===== config.mk =====
export PLATFORM = sky130hd
export DESIGN_NAME = lcdseg_ctrl
export DESIGN_NICKNAME = d
export VERILOG_FILES = /design/src/rtl/lcdseg_pkg.sv /design/src/rtl/lcdseg_buf.sv /design/src/rtl/lcdseg_scan.sv /design/src/rtl/lcdseg_ctrl.sv
export SDC_FILE = /design/constraint.sdc
export NUM_CORES = 1
export LEC_CHECK = 0
export BUFFER_PORTS_ARGS = -buffer_cell sky130_fd_sc_hd__buf_2
export CORE_ASPECT_RATIO = 1.2
export CORE_MARGIN = 4
export CORE_UTILIZATION = 40
export CTS_BUF_LIST = sky130_fd_sc_hd__clkbuf_2
export DETAILED_ROUTE_END_ITERATION = 8
export GPL_ROUTABILITY_DRIVEN = 0
export GPL_TIMING_DRIVEN = 0
export SYNTH_ARGS = -nofsm -noshare
export SYNTH_HDL_FRONTEND = slang
export SYNTH_SLANG_ARGS = --single-unit

===== constraint.sdc =====
create_clock -name clk_i -period 3 [get_ports clk_i]
set_input_delay 0.6 -clock clk_i [delete_from_list [all_inputs] [get_ports clk_i]]
set_output_delay 0.6 -clock clk_i [all_outputs]
set_load 0.1 [all_outputs]

===== src/rtl/lcdseg_pkg.sv =====
package lcdseg_pkg;
  localparam int unsigned N_SEG = 32;
  localparam int unsigned N_COM = 4;
  localparam int unsigned PTR_W = $clog2(N_SEG);
  localparam int unsigned PH_W  = $clog2(N_COM);
  typedef logic [N_COM-1:0] nib_t;
endpackage


===== src/rtl/lcdseg_buf.sv =====
module lcdseg_buf
  import lcdseg_pkg::*;
(
  input  logic                        clk_i,
  input  logic                        rst_ni,
  input  logic                        wr_i,
  input  nib_t                        nib_i,
  input  logic                        set_i,
  input  logic [PTR_W-1:0]            ptr_i,
  input  logic                        load_i,
  output logic [N_SEG-1:0][N_COM-1:0] disp_o
);
  logic [PTR_W-1:0] ptr_q;
  nib_t             sh_q [N_SEG];

  always_ff @(posedge clk_i or negedge rst_ni) begin
    if (!rst_ni)    ptr_q <= PTR_W'(N_SEG - 1);
    else if (set_i) ptr_q <= ptr_i;
    else if (wr_i)  ptr_q <= (ptr_q == '0) ? PTR_W'(N_SEG - 1) : ptr_q - 1'b1;
  end

  for (genvar k = 0; k < N_SEG; k++) begin : g_ent
    always_ff @(posedge clk_i or negedge rst_ni) begin
      if (!rst_ni) begin
        sh_q[k]   <= '0;
        disp_o[k] <= '0;
      end else begin
        if (wr_i && ptr_q == PTR_W'(k)) sh_q[k] <= nib_i;
        // display copy sees the shadow value from before this edge
        if (load_i) disp_o[k] <= sh_q[k];
      end
    end
  end
endmodule


===== src/rtl/lcdseg_scan.sv =====
module lcdseg_scan
  import lcdseg_pkg::*;
#(
  parameter int unsigned DIV_W = 8
) (
  input  logic             clk_i,
  input  logic             rst_ni,
  input  logic             scan_en_i,
  input  logic             psave_i,
  input  logic             duty4_i,
  input  logic [DIV_W-1:0] div_i,
  output logic             valid_o,
  output logic [PH_W-1:0]  idx_o,
  output logic             tgl_o,
  output logic             load_o
);
  logic [DIV_W-1:0] cnt_q;
  logic [PH_W-1:0]  last;
  logic             tick, wrap;

  assign last   = duty4_i ? PH_W'(N_COM - 1) : PH_W'(N_COM - 2);
  assign tick   = valid_o && scan_en_i && (cnt_q >= div_i);
  assign wrap   = tick && (idx_o >= last);
  assign load_o = !psave_i && (!valid_o || wrap);

  always_ff @(posedge clk_i or negedge rst_ni) begin
    if (!rst_ni) begin
      valid_o <= 1'b0;
      idx_o   <= '0;
      cnt_q   <= '0;
      tgl_o   <= 1'b0;
    end else if (psave_i) begin
      valid_o <= 1'b0;
      idx_o   <= '0;
      cnt_q   <= '0;
    end else if (!valid_o) begin
      valid_o <= 1'b1;
      idx_o   <= '0;
      cnt_q   <= '0;
    end else if (scan_en_i) begin
      if (tick) begin
        cnt_q <= '0;
        if (wrap) begin
          idx_o <= '0;
          tgl_o <= ~tgl_o;
        end else begin
          idx_o <= idx_o + 1'b1;
        end
      end else begin
        cnt_q <= cnt_q + 1'b1;
      end
    end
  end
endmodule


===== src/rtl/lcdseg_ctrl.sv =====
module lcdseg_ctrl
  import lcdseg_pkg::*;
#(
  parameter int unsigned DIV_W = 8
) (
  input  logic             clk_i,
  input  logic             rst_ni,
  input  logic             wr_data_i,
  input  logic [N_COM-1:0] wr_nib_i,
  input  logic             set_ptr_i,
  input  logic [PTR_W-1:0] ptr_val_i,
  input  logic             duty4_i,
  input  logic             blank_i,
  input  logic             psave_i,
  input  logic             scan_en_i,
  input  logic [DIV_W-1:0] frame_div_i,
  output logic             com_valid_o,
  output logic [PH_W-1:0]  com_idx_o,
  output logic [N_SEG-1:0] seg_o,
  output logic             frame_tgl_o
);
  logic [N_SEG-1:0][N_COM-1:0] disp;
  logic                        load;

  lcdseg_buf u_buf (
    .clk_i  (clk_i),
    .rst_ni (rst_ni),
    .wr_i   (wr_data_i),
    .nib_i  (wr_nib_i),
    .set_i  (set_ptr_i),
    .ptr_i  (ptr_val_i),
    .load_i (load),
    .disp_o (disp)
  );

  lcdseg_scan #(.DIV_W(DIV_W)) u_scan (
    .clk_i     (clk_i),
    .rst_ni    (rst_ni),
    .scan_en_i (scan_en_i),
    .psave_i   (psave_i),
    .duty4_i   (duty4_i),
    .div_i     (frame_div_i),
    .valid_o   (com_valid_o),
    .idx_o     (com_idx_o),
    .tgl_o     (frame_tgl_o),
    .load_o    (load)
  );

  for (genvar k = 0; k < N_SEG; k++) begin : g_seg
    assign seg_o[k] = com_valid_o && !blank_i && disp[k][com_idx_o];
  end
endmodule


Yosys cells after proc, flatten, opt, wreduce, memory -nomap -nowiden
Cells that the tools add are included.
{ "word_totals": {"regBits": 273, "in_bits": 25, "out_inout_bits": 36, "wordCells": 265} }
{ "op_classes": {"addsub": 3, "magnitude_cmp": 3, "n_eq_ne": 33, "mux": 78, "n_bitwise": 2, "reduce_logical": 77} }
{ "op_table": {"columns": ["cell", "count"], "rows": [
  ["5-bit == test, second input constant", 16],
  ["1-bit logical AND", 69],
  ["1-bit binary-select mux with 2-bit select", 32],
  ["5-bit by 4-bit == test with 1-bit output, second input constant", 8],
  ["1-bit 2-to-1 mux", 34],
  ["8-bit 2-to-1 mux", 4],
  ["5-bit by 3-bit == test with 1-bit output, second input constant", 4],
  ["5-bit 2-to-1 mux", 3],
  ["5-bit by 2-bit == test with 1-bit output, second input constant", 2],
  ["2-bit 2-to-1 mux", 5],
  ["8-bit by 1-bit adder with 8-bit output, second input constant", 1],
  ["8-bit greater-or-equal comparator", 1],
  ["3-bit inequality test, second input constant", 2],
  ["5-bit by 1-bit == test with 1-bit output, second input constant", 1],
  ["5-bit logical NOT", 1],
  ["5-bit AND reduction", 1],
  ["5-bit by 1-bit subtractor with 5-bit output, second input constant", 1],
  ["1-bit logical NOT", 3],
  ["2-bit by 3-bit less-than comparator with 1-bit output, second input constant", 1],
  ["2-bit by 1-bit adder with 2-bit output, second input constant", 1],
  ["2-bit greater-or-equal comparator", 1],
  ["1-bit inverter", 2],
  ["2-bit AND reduction", 1],
  ["2-bit nonzero test", 1],
  ["1-bit logical OR", 1]
]} }

Depth between registers and ports, before layout
Gate-level depths: netlist of the first run.
{ "depth": {"depth_word": 8, "depth_mapped": 10, "depth_no_buf": 7} }

By module
A second synthesis of the first run with hierarchy kept.
{ "hier_totals": {"cells_unflattened": 830, "hier_area_um2": 12174.2} }
{ "by_module_without_submodules": {"columns": ["mod", "instances", "cells_per_inst", "area_each_um2", "seq_area_each_um2"], "rows": [
  ["lcdseg_buf", 1, 630, 10159.7, 6537.5],
  ["lcdseg_ctrl", 1, 112, 1183.6, 0.0],
  ["lcdseg_scan", 1, 88, 830.8, 300.3]
]} }

Worst setup path after synthesis of the first run
Ideal clock, no wire load.
{ "synth_timing": {"kind": "reg2out", "start": "register u_scan.idx_o[1]", "end": "output seg_o[0]", "arrival_time_ns": 3.214, "t_required_ns": 2.400, "path_slack_ns": -0.814, "stages_incl_launch_ff": 5, "n_path_buf": 2, "cell_sequence": "dfrtp_1 clkbuf_1 clkbuf_1 mux4_2 nor2b_1"} }
{ "synth_between": {"elab_chain_cells": 3} }
{ "synth_lines": {"columns": ["element", "line", "rtl"], "rows": [
  ["start: declaration", "lcdseg_scan.sv:13", "output logic [PH_W-1:0] idx_o,"],
  ["start signal: assignment", "lcdseg_scan.sv:47", "idx_o <= idx_o + 1'b1;"],
  ["1-bit binary-select mux with 2-bit select", "lcdseg_ctrl.sv:50", "assign seg_o[k] = com_valid_o && !blank_i && disp[k][com_idx_o];"],
  ["1-bit 2-to-1 mux (implied by the code)", "lcdseg_ctrl.sv:50", null],
  ["1-bit logical AND", "lcdseg_ctrl.sv:50", null],
  ["end: declaration", "lcdseg_ctrl.sv:19", "output logic [N_SEG-1:0] seg_o,"]
]} }
No other way between the ends. The select of a mux whose other input is x is not followed.

Worst setup path after layout of the first run
{ "layout_timing": {"start": "register u_scan.idx_o[0]", "end": "output seg_o[23]"} }
Same word-level chain as after synthesis.

==> impl_results.md, run 1 <==
* Status: finished, final reports clean
* CTS tree: built
* DRT antenna net count at 0
* Yosys reg bits at about 270
* Worst Path Max Fanout at 8
* Seq/Total Area, Yosys at between 50% and 60%
* Initial antenna violation count at 1
* Worst Max-Slew Pin Slew at ~0.75 ns
* Synth cell count leaders: dfrtp_1 (268), mux2_2 (154), mux2_4 (102)
* Row Count at 70
* Crit Path Class: flop to output pin
* RSZ-0062 raised after global routing: true
* CP Launch Type: flop
* CTS Buf Count at 71
* Via count at 6974
* Port bufs at just under 60
* Synthesized area at 12400 um2
* Post-detailed-route wirelength per cell at about 20 um
* Reg2reg setup slack at 0.39 ns
* Worst VDD drop at 0.000358 V
* Relative slew slack at between 40 and 50%
* Initial DRC count at 371
* Max Root-Sink Buffers at 3
* Critical Path AT at 2.38 ns
* First-pass GRT wire length at around 43000 um
* Net count reported at finish at a little under 1000
* Number of synthesized flops with an enable pin at 0
* Count leader, synth: dfrtp_1
* Vias per inst at approximately 5.0
* Mapped Cells at about 790
* Pre-CTS setup slack at -0.274 ns
* WP data required at between 2 and 2.5 ns
* Main flop type after synthesis: dfrtp_1
* Period minus WS final at roughly 3.0 ns
* Synth warn at 0
* Clock sink total at 273
* Setup violators final at 0
* Crit-path cells: buf_12, buf_12, mux4_2, nor2b_4, buf_12
* Max_cap viols at 0
* Post-route cell area at approximately 15000 um2
* Final HPWL DP at approximately 18000 um
* Root buf cell: clkbuf_2
* CP delay by family, top: multiplexers
* Slowest stage cell, crit path: mux4_2
* Share of the synthesized area in the top cell type at ~54%
* Post-synth cell types at just over 40
* Vias in the first global route at 7639
* Initial Util at ~40%
* P per Cell Area at between 800 and 900 nW/um2
* CP max stage delay at about 0.54 ns
* Post-DP Area at 13400 um2
* Buf/Inv on CP at 3
* Tot GR Track Use at 16.3%
* Fin worst setup slack at 0.0186 ns
* Synth area leader: dfrtp_1
* F_max at between 300 and 400 MHz
* Mapped Avg Cell Area at between 15 and 20 um2
* Post-Syn Nets at between 800 and 900
* Setup crit end kind: output pin
* Share of cells above drive strength 1 at a little over half
* DRC viols at 0
* Final wirelength at 27300 um
* Die X at ~170 um
* H-tree levels at 3
* Core area at roughly 30000 um2
* DR pass1 iterations at 4
* Post-route clock period utilization at around 100%
* Slew Limit Fails at 0
* Most frequent CP cell: buf_12
* Hold WC Path Type: input port to flop
* Largest net degree at the start of global routing at 97
* Largest cells by area after synthesis: dfrtp_1 (54%), mux2_2 (14%), mux2_4 (12%)
* Final Skew at just over 0.05 ns
* Worst-skew pair later-pin latency at around 0.82 ns
* Grt ovf at 0
* Worst-path clk slew at 0.09 ns
* Leakage at between 0.006 and 0.007 uW
* Full die area at 33800 um2
* IO Pins at between 60 and 70
* Async S/R FF share, synth at 100%
* Die height at about 200 um
* Endpoints failing hold at 0
* Area growth from synthesis to layout at 20.5%
-- final timing paths --
check,startpoint,end,cells after the start
worst max-delay path,u_scan.idx_o[0],seg_o[23],5
worst min-delay path,ptr_val_i[3],u_buf.ptr_q[3],3
worst max register to register,u_scan.idx_o[0],u_buf.disp_o[34],11
worst min register to register,u_scan.tgl_o,u_scan.tgl_o,1
max in group asynchronous,rst_ni,u_buf.sh_q[74],4
min in group asynchronous,rst_ni,u_buf.disp_o[6],2
-- worst register-to-register path, stage by stage, from the launching register on --
cell and delay, ns:
dfrtp_2 0.40, buf_12 0.18, buf_12 0.16, buf_4 0.13, inv_1 0.05, ha_1 0.26, nand2b_1 0.14, nand3_1 0.14
o22ai_2 0.29, buf_6 0.24, buf_12 0.17, mux2_2 0.33
-- metal layers --
layer | track usage [%] | up-vias | share of wire [%]
li1 | - | 3176 | -
met1 | 21.8 | 3631 | 45
met2 | 26.8 | 137 | 50
met3 | 3.70 | 30 | 4.1
met4 | 4.61 | 0 | 1.3
met5 | 0 | - | 0
-- metrics by stage --
step	setup TNS [ns]	instances	total power, uW	hold WS [ns]	utilization, %
after floorplan	-0.284	792	8740	0.304	-
final	0	1381	12300	0.106	48.8
after detailed placement	-9.73	1249	9480	0.464	44.0
after global placement	-1030.92	1247	9350	0.458	43.8
after global routing	-2.62	1381	13100	0.0162	48.8
after CTS	-1.06	1379	12500	0.0215	48.6
-- cell usage in the layout (no fill, tap or decap), drive strengths merged, types with 5 or more instances in the layout --
cell type and instances:
mux4 32, xor2 5, clkinv 8, o21ai 6
dfrtp 268, nor2b 34, nor2 14, dfstp 5
buf 92, nand3 14, ha 15, a21oi 11
dlygate4sd3 6, nand2b 6, o22ai 6, mux2 256
clkbuf 122, nand2 24, nor3 12, inv 17
-- cell type report --
class / instances / area, um2
fill: 2701 / 15600
sequential: 273 / 6840
multi-input combinational: 462 / 5300
timing repair buffer: 76 / 1010
clock buffer: 102 / 510
buffer: 42 / 498
tap: 396 / 495
clock inverter: 15 / 163
inverter: 14 / 52.6
antenna: 1 / 2.50
-- where the power goes --
group          total (uW)  internal [uW]  leakage, uW  switching (uW)
registers            6080           5260      0.00348             827
logic                3530           2280      0.00286            1250
clock network        2730           1240     0.000508            1490
-- cell families after synthesis --
logic type | share of synthesized area (%)
adders and majority gates | 1.52
AOI/OAI and AO/OA | 1.66
xor gates and xnor gates | 0.425
buffers and inverters | 3.61
and+or+nand+nor | 5.15
DFF | 55.4
muxes | 32.3
-- sequential cells by signal, summed over array words and instances (netlist names) --
signal	cells
u_buf.sh_q	128
u_buf.disp_o	128
u_buf.ptr_q	5
u_scan.cnt_q	8
u_scan.valid_o	1
u_scan.idx_o	2
u_scan.tgl_o	1
-- repair_timing --
item | in CTS | in global routing
endpoints found under the setup margin | 141 | 32
hold buffers | 6 | 0
resized for setup | 157 | 7
pin swaps | 0 | 0
endpoints found under the hold margin | 100 | 0
cloned | 1 | 1
setup buffers | 7 | 0
(Power assumes the default switching activity.)
==> run 2: changes to the inputs <==
--- a/config.mk
+++ b/config.mk
@@ -13,6 +13,7 @@
 export DETAILED_ROUTE_END_ITERATION = 8
 export GPL_ROUTABILITY_DRIVEN = 0
 export GPL_TIMING_DRIVEN = 0
+export RECOVER_POWER = 25
 export SYNTH_ARGS = -nofsm -noshare
 export SYNTH_HDL_FRONTEND = slang
 export SYNTH_SLANG_ARGS = --single-unit
==> impl_results.md, run 2 (synthesis gave the netlist of run 1 again) <==
* CTS Buf Count at 71
* Commonest non-fill, non-tap cell in the layout: dfrtp_1
* Endpoints failing hold at 0
* Setup crit end kind: output pin
* DRT antenna net count at 0
* Setup violators final at 0
* Largest net degree at the start of global routing at 97
* Die X at 168 um
* Full die area at approximately 34000 um2
* Initial Util at between 40% and 50%
* Seq pwr share at about half
* Worst Max-Slew Pin Slew at 1.36 ns
* WP data required at around 2.4 ns
* Final HPWL DP at approximately 18000 um
* Max_cap viols at 0
* Comb pwr share at between 20% and 30%
* Fillers at approximately 2700
* Reg2reg setup slack at 0.39 ns
* FF/Latch Area at a little under 7000 um2
* Port bufs at 59
* Period minus WS final at between 2 and 3 ns
* Post-route cell area at about 15000 um2
* Critical Path AT at approximately 2.4 ns
* Share of cells above drive strength 1 at 54.5%
* Pre-CTS setup slack at -0.274 ns
* Internal Power at between 8000 and 9000 uW
* Relative slew slack at 9.11%
* Sw frac at between 20% and 30%
* DR pass1 iterations at 4
* Initial antenna violation count at 1
* Root buf cell: clkbuf_2
* Clock power frac at between 20 and 25%
* Tot Pwr at ~12000 uW
* Worst r2r src: u_scan.idx_o[0]
* Worst hold stages at 3
* Slew Limit Fails at 0
* Area growth from synthesis to layout at 20.3%
* DRC viols at 0
* Initial DRC count at ~370
* Worst-path clk slew at around 0.090 ns
* P per Cell Area at roughly 830 nW/um2
* Hold WC Path Type: input port to flop
* Setup crit start: u_scan.idx_o[0]
* Worst R2R End: u_buf.disp_o[34]
* Worst Path Max Fanout at 8
* End of the critical path: seg_o[23]
* Via count at ~7000
* Crit Path Class: flop to output pin
* Fin worst setup slack at roughly 0.019 ns
* Tot GR Track Use at around 16%
* F_max at roughly 340 MHz
* Max Root-Sink Buffers at 3
* Top flop regs: u_buf.disp_o (128), u_buf.sh_q (128), u_scan.cnt_q (8)
* Row Count at 70
* Post-route clock period utilization at between 90% and 100%
* Leakage at 0.00684 uW
* H-tree levels at 3
* Core area at just over 30000 um2
* CTS tree: built
* Grt ovf at 0
* Multi-input gate area at roughly 5300 um2
* First-pass GRT wire length at 43400 um
* Vias in the first global route at 7639
* Net count reported at finish at between 900 and 1000
* Psw at around 3600 uW
* Clock sink total at 273
* Final Skew at between 0.05 and 0.06 ns
* Post-detailed-route wirelength per cell at roughly 20 um
* Vias per inst at slightly above 5
* R2R depth at 11
* RSZ-0062 raised after global routing: true
* Final wirelength at about 27000 um
* Die height at about 200 um
* IO Pins at 61
* Post-DP Area at approximately 13000 um2
* Worst-skew pair later-pin latency at 0.82 ns
* Hold slack at around 0.11 ns
* CP Launch Type: flop
* Status: finished, final reports clean
* Worst VDD drop at 0.000358 V
* Most frequent cells in the layout: dfrtp_1 (265), mux2_2 (154), mux2_4 (102), clkbuf_2 (102), buf_12 (48)
[run 2: cell count changes in the layout (fill, tap and decap cells not counted)]
cell,change
buf_16,-1
buf_2,-1
clkbuf_1,+1
clkbuf_4,+1
[run 2: cell type report]
type | instances | share of cell area [%]
antenna | 1 | 0.0168
buffer | 42 | 3.35
clock buffer | 102 | 3.44
clock inverter | 15 | 1.09
inverter | 14 | 0.354
multi-input combinational | 462 | 35.7
sequential | 273 | 46.1
tap | 396 | 3.34
timing repair buffer | 76 | 6.68
[run 2: per-layer routing]
layer  part of all wire (%)  GRT usage (%)
met1                     45           21.8
met2                     50           26.8
met3                    4.1           3.70
met4                    1.3           4.61
met5                      0              0
[run 2: critical path: stages, from the launching register on]
cell and delay (ns):
dfrtp_2 0.40, buf_12 0.18, buf_12 0.16, mux4_2 0.54, nor2b_4 0.16, buf_12 0.17
[run 2: power groups by stage]
stage	logic [uW]	registers, uW	clock network, uW
5_1_grt	3770	6270	3060
4_1_cts	3560	6090	2860
3_3_place_gp	3240	6110	0
6_report	3530	6080	2730
2_1_floorplan	2890	5860	0
3_5_place_dp	3340	6140	0
[run 2: worst min path at each step]
stage	from	endpoint	slack, ns
after CTS	ptr_val_i[3]	u_buf.ptr_q[3]	0.02
after detailed placement	u_scan.tgl_o	u_scan.tgl_o	0.46
after global placement	u_scan.tgl_o	u_scan.tgl_o	0.46
after floorplan	rst_ni	u_buf.disp_o[0]	0.30
after global routing	ptr_val_i[1]	u_buf.ptr_q[1]	0.02
final	ptr_val_i[3]	u_buf.ptr_q[3]	0.11
[run 2: repair_timing]
item	4_1_cts	5_1_grt
gates resized for setup	157	7
setup buffers	7	0
hold endpoints to repair	100	0
cloned	1	1
hold buffers	6	0
endpoints found under the setup margin	141	32
[run 2: metrics by stage]
step                utilization (%)  instances   TNS, ns
CTS                            48.6       1379     -1.06
finish                         48.7       1381         0
floorplan                         -        792    -0.284
global route                   48.7       1381     -2.62
global placement               43.8       1247  -1030.92
detailed placement             44.0       1249     -9.73
